### src/rtl/ftx_pkg.sv
package ftx_pkg;
  typedef enum logic [1:0] {
    FTX_IDLE = 2'd0,
    FTX_WARM = 2'd1,
    FTX_RUN  = 2'd2
  } ftx_state_e;
endpackage

### src/rtl/ftx_sequencer.sv
module ftx_sequencer
  import ftx_pkg::*;
#(
  parameter int FRAME_CYCLES   = 256,
  parameter int STARTUP_CYCLES = 40,
  parameter int WORD_W         = 16
) (
  input  logic sclk,
  input  logic rst,
  input  logic en,
  output logic frame_go,
  output logic bit_go
);
  localparam int PH_W = $clog2(FRAME_CYCLES);
  localparam int WU_W = $clog2(STARTUP_CYCLES) + 1;
  localparam logic [PH_W-1:0] PH_LAST  = PH_W'(FRAME_CYCLES - 1);
  localparam logic [PH_W-1:0] PH_WORD  = PH_W'(WORD_W);
  localparam logic [WU_W-1:0] WU_LAST  = WU_W'(STARTUP_CYCLES - 1);

  ftx_state_e      state;
  logic [PH_W-1:0] ph;
  logic [WU_W-1:0] wu;

  assign frame_go = (state == FTX_RUN) && (ph == '0) && en;
  assign bit_go   = (state == FTX_RUN) && (ph != '0) && (ph <= PH_WORD);

  always_ff @(posedge sclk) begin
    if (rst) begin
      state <= FTX_IDLE;
      ph    <= '0;
      wu    <= '0;
    end else begin
      case (state)
        FTX_IDLE: begin
          ph <= '0;
          wu <= '0;
          if (en) state <= FTX_WARM;
        end
        FTX_WARM: begin
          if (!en) begin
            state <= FTX_IDLE;
          end else if (wu == WU_LAST) begin
            state <= FTX_RUN;
            ph    <= '0;
          end else begin
            wu <= wu + 1'b1;
          end
        end
        FTX_RUN: begin
          if ((ph == '0) && !en) begin
            state <= FTX_IDLE;
          end else begin
            ph <= (ph == PH_LAST) ? '0 : ph + 1'b1;
          end
        end
        default: state <= FTX_IDLE;
      endcase
    end
  end
endmodule

### src/rtl/ftx_word_hold.sv
module ftx_word_hold #(
  parameter int WORD_W = 16
) (
  input  logic              sclk,
  input  logic              rst,
  input  logic              take,
  input  logic              s_valid,
  input  logic [WORD_W-1:0] s_data,
  output logic [WORD_W-1:0] word_next
);
  logic [WORD_W-1:0] held;

  assign word_next = s_valid ? s_data : held;

  always_ff @(posedge sclk) begin
    if (rst)       held <= '0;
    else if (take) held <= word_next;
  end
endmodule

### src/rtl/ftx_shifter.sv
module ftx_shifter #(
  parameter int WORD_W = 16
) (
  input  logic              sclk,
  input  logic              rst,
  input  logic              load,
  input  logic [WORD_W-1:0] load_word,
  input  logic              shift,
  output logic              sdo_q
);
  logic [WORD_W-1:0] sh;

  always_ff @(posedge sclk) begin
    if (rst) begin
      sh    <= '0;
      sdo_q <= 1'b0;
    end else if (load) begin
      sh    <= load_word;
      sdo_q <= 1'b0;
    end else if (shift) begin
      sdo_q <= sh[WORD_W-1];
      sh    <= {sh[WORD_W-2:0], 1'b0};
    end else begin
      sdo_q <= 1'b0;
    end
  end
endmodule

### src/rtl/ftx_serial_tx.sv
module ftx_serial_tx #(
  parameter int FRAME_CYCLES   = 256,
  parameter int STARTUP_CYCLES = 40,
  parameter int WORD_W         = 16
) (
  input  logic              sclk,
  input  logic              rst,
  input  logic              pwr_ana_ok,
  input  logic              pwr_dig_ok,
  input  logic              s_valid,
  input  logic [WORD_W-1:0] s_data,
  output logic              s_ready,
  output logic              sdo,
  output logic              fsync
);
  logic              en;
  logic              frame_go;
  logic              bit_go;
  logic [WORD_W-1:0] word_next;
  logic              fs_q;

  assign en = pwr_ana_ok & pwr_dig_ok;

  ftx_sequencer #(
    .FRAME_CYCLES  (FRAME_CYCLES),
    .STARTUP_CYCLES(STARTUP_CYCLES),
    .WORD_W        (WORD_W)
  ) u_seq (
    .sclk    (sclk),
    .rst     (rst),
    .en      (en),
    .frame_go(frame_go),
    .bit_go  (bit_go)
  );

  ftx_word_hold #(.WORD_W(WORD_W)) u_hold (
    .sclk     (sclk),
    .rst      (rst),
    .take     (frame_go),
    .s_valid  (s_valid),
    .s_data   (s_data),
    .word_next(word_next)
  );

  ftx_shifter #(.WORD_W(WORD_W)) u_shift (
    .sclk     (sclk),
    .rst      (rst),
    .load     (frame_go),
    .load_word(word_next),
    .shift    (bit_go),
    .sdo_q    (sdo)
  );

  always_ff @(posedge sclk) begin
    if (rst) fs_q <= 1'b0;
    else     fs_q <= frame_go;
  end

  assign fsync   = fs_q;
  assign s_ready = frame_go;
endmodule

### config.mk
export PLATFORM = sky130hd
export DESIGN_NAME = ftx_serial_tx
export DESIGN_NICKNAME = d
export VERILOG_FILES = /design/src/rtl/ftx_pkg.sv /design/src/rtl/ftx_sequencer.sv /design/src/rtl/ftx_word_hold.sv /design/src/rtl/ftx_shifter.sv /design/src/rtl/ftx_serial_tx.sv
export SDC_FILE = /design/constraint.sdc
export NUM_CORES = 1
export LEC_CHECK = 0
export ABC_AREA = 1
export CORE_MARGIN = 5
export CORE_UTILIZATION = 25
export CTS_CLUSTER_DIAMETER = 40
export DETAILED_ROUTE_END_ITERATION = 10
export SLEW_MARGIN = 25
export SYNTH_ARGS = -nofsm -noshare
export SYNTH_HDL_FRONTEND = slang
export SYNTH_SLANG_ARGS = --single-unit
### constraint.sdc
create_clock -name sclk -period 2.79 [get_ports sclk]
set_clock_uncertainty 0.2 [all_clocks]
set_input_delay 0.558 -clock sclk [delete_from_list [all_inputs] [get_ports sclk]]
set_output_delay 0.558 -clock sclk [all_outputs]
set_load 0.05 [all_outputs]
==> out/metrics.cfg <==
[cts]
worst_skew_pair.late_latency_ps = 300
h-tree-depth = 2
cts_sinks = 51
postCtsHoldBufs = 0
cts_buffers = 5
cts_tree = done
cts_setup_buffers = 0
clk_pin_slew_ps = 100
cts_resized = 0
cts_max_path_buffers = 2
root_buffer = clkbuf_8

[setup_path]
crit_slowest_cell = clkdlybuf4s50_1
worstPathArrival_ps = 1620
r2r_start = u_seq.ph[0]$_SDFFE_PP0P_
worstSetupPathType = input port to output pin
cp_max_fo = 2
required_ps = 2030
worst_setup_path_end_kind = output pin
start_kind = input port
crit_start = pwr_ana_ok
critical_path.max_stage_delay_ps = 450
cp_cell_sequence = clkdlybuf4s50_1, nand2_1, nor2_4, nand3_2, inv_2, buf_12

[place]
io_buffers = 23
dpl.hpwl_um = 4180
place_congestion = 0.8484
placed_cells = 546

[timing]
maxSlewHeadroom = 0.6133
layout_min_cycle_time_ps = 2378
hold_viol = 0
fmax_mhz = 420.5
fin_hold_ws_ps = 250.1
tightestPinTransition_ps = 580.0
setup_viol = 0
maxSlewViolCount = 0
fin_tns_setup_ps = 0
rsz0062_at_grt = no
finalCritPeriodShare = 0.8524

[worst_hold_path]
min_from = u_shift.sh[15]$_SDFFE_PP0P_
hold_class = register to register

[die]
die-area_um2 = 13150
ioPinCount = 24
dieWidth_um = 114.7
num_rows = 38
die_h_um = 114.7
coreArea_um2 = 10790
initial_core_util = 0.2538

[finish]
final_cell_mix = nand2_1 (116), dfxtp_1 (51), nand3_1 (46), a21oi_1 (34), inv_1 (30)
final_cells = 554
layout_commonest_cell = nand2_1
area_delta_synth_final_pct = 15.94
antenna_cells = 0
nets = 437
drive_above_1_share = 0.1401

[logic_synthesis]
ys_seq_area_frac = 0.3728
syn_nets = 420
yosys_warnings = 0
synth_cell_type_count = 28
synth-edff-count = 0
postSynthCellCount = 396
ys.flop_type = dfxtp_1
synth_area_um2 = 2739
synth.avg_cell_area_um2 = 6.916
synth.ff_latch_count = 51
ys_async_sr_fraction = 0

[global_route]
grt_pass1_wl_um = 10400
grt_max_degree = 49
overflow = 0
first_global_vias = 2269
gr-usage-all-layers = 0.09424
antenna_found_initial = 0

[flow_run]
drv_cap = 0

[routing]
via_count = 2474
antenna_left = 0
routedWlPerCell_um = 10.90
routed_via_density = 4.466
routed_wl_um = 6040
met2_length_um = 2636
drt-met1-wl_um = 3149
top_layer_used = met4
wl_met3_um = 196
drt-pass1-iter-count = 4
drtIter0Drc = 211
drcViolationCount = 0

[power_and_ir_drop]
p_leak_nw = 1.171
ir_drop_uv = 200.2
p_total_mw = 1.482
power_density_nw_per_um2 = 466.7

[status]
status = complete, no violations

[critical path: cells and delay by family]
kind / cells / cell delay (ps)
simple gates: 3 / 360
buf+inv: 3 / 700
[power breakdown]
part           switching [mW]  total, mW  internal, mW
Clock                   0.250      0.541         0.291
Sequential            0.00976      0.747         0.738
Combinational           0.125      0.194        0.0696
[through the flow]
stage / utilization / worst slack [ps] / instance area, µm²
finish: 0.2942 / 411.7 / 3176
CTS: 0.2942 / 392.4 / 3176
global placement: 0.2833 / 398.8 / 3058
global route: 0.2942 / 349.3 / 3176
detailed placement: 0.2833 / 392.5 / 3058
floorplan: - / 683.7 / 2739
[cell type report]
type / count / area [µm²]
sequential: 51 / 1021
tap: 140 / 175.2
timing repair buffer: 28 / 272.8
clock buffer: 6 / 82.58
clock inverter: 2 / 35.03
multi-input combinational: 291 / 1454
inverter: 36 / 135.1
fill: 1161 / 7617
[kinds of logic (layout without fill, tap and decap cells)]
kind of cell | Yosys count | after routing | synth area share
buffers and inverters | 54 | 72 | 0.09639
adder cells (fa/ha/maj) | 3 | 3 | 0.01371
AND/OR/NAND/NOR | 220 | 220 | 0.3709
multiplexers | 2 | 2 | 0.007766
AO/OA/AOI/OAI | 66 | 66 | 0.1384
flip-flops | 51 | 51 | 0.3728
[routing by layer]
metal / global-route usage / vias up
met5: 0 / -
met4: 0.02771 / 0
met3: 0.01903 / 7
met2: 0.1432 / 35
met1: 0.1342 / 1111
li1: - / 1321
[flip-flops by register name, summed over array words and instances (netlist names)]
name / count
fsync: 1
u_seq.wu: 7
u_seq.state: 2
u_shift.sdo_q: 1
u_seq.ph: 8
u_shift.sh: 16
u_hold.held: 16
[path summary, 6_finish.rpt]
kind                                 endpoint  slack (ps)  cells past startpoint
setup reg to reg  u_shift.sh[12]$_SDFFE_PP0P_         830                     10
hold reg to reg      u_shift.sdo_q$_SDFF_PP0_         250                      2
setup / recovery                      s_ready         410                      6
hold / removal       u_shift.sdo_q$_SDFF_PP0_         250                      2
[cell usage after synthesis (4+ instances only)]
cell type,number,area (µm²)
nand4_1,5,31.28
nand3_1,46,230.2
inv_1,30,112.6
dfxtp_1,51,1021
inv_2,5,18.77
clkbuf_1,7,26.28
o21ai_0,19,95.09
buf_6,4,45.04
nor2_1,25,93.84
nand2_2,14,87.58
nand2_1,116,435.4
a21oi_2,13,113.9
a21oi_1,34,170.2
Power figures use the tool's default switching activity.
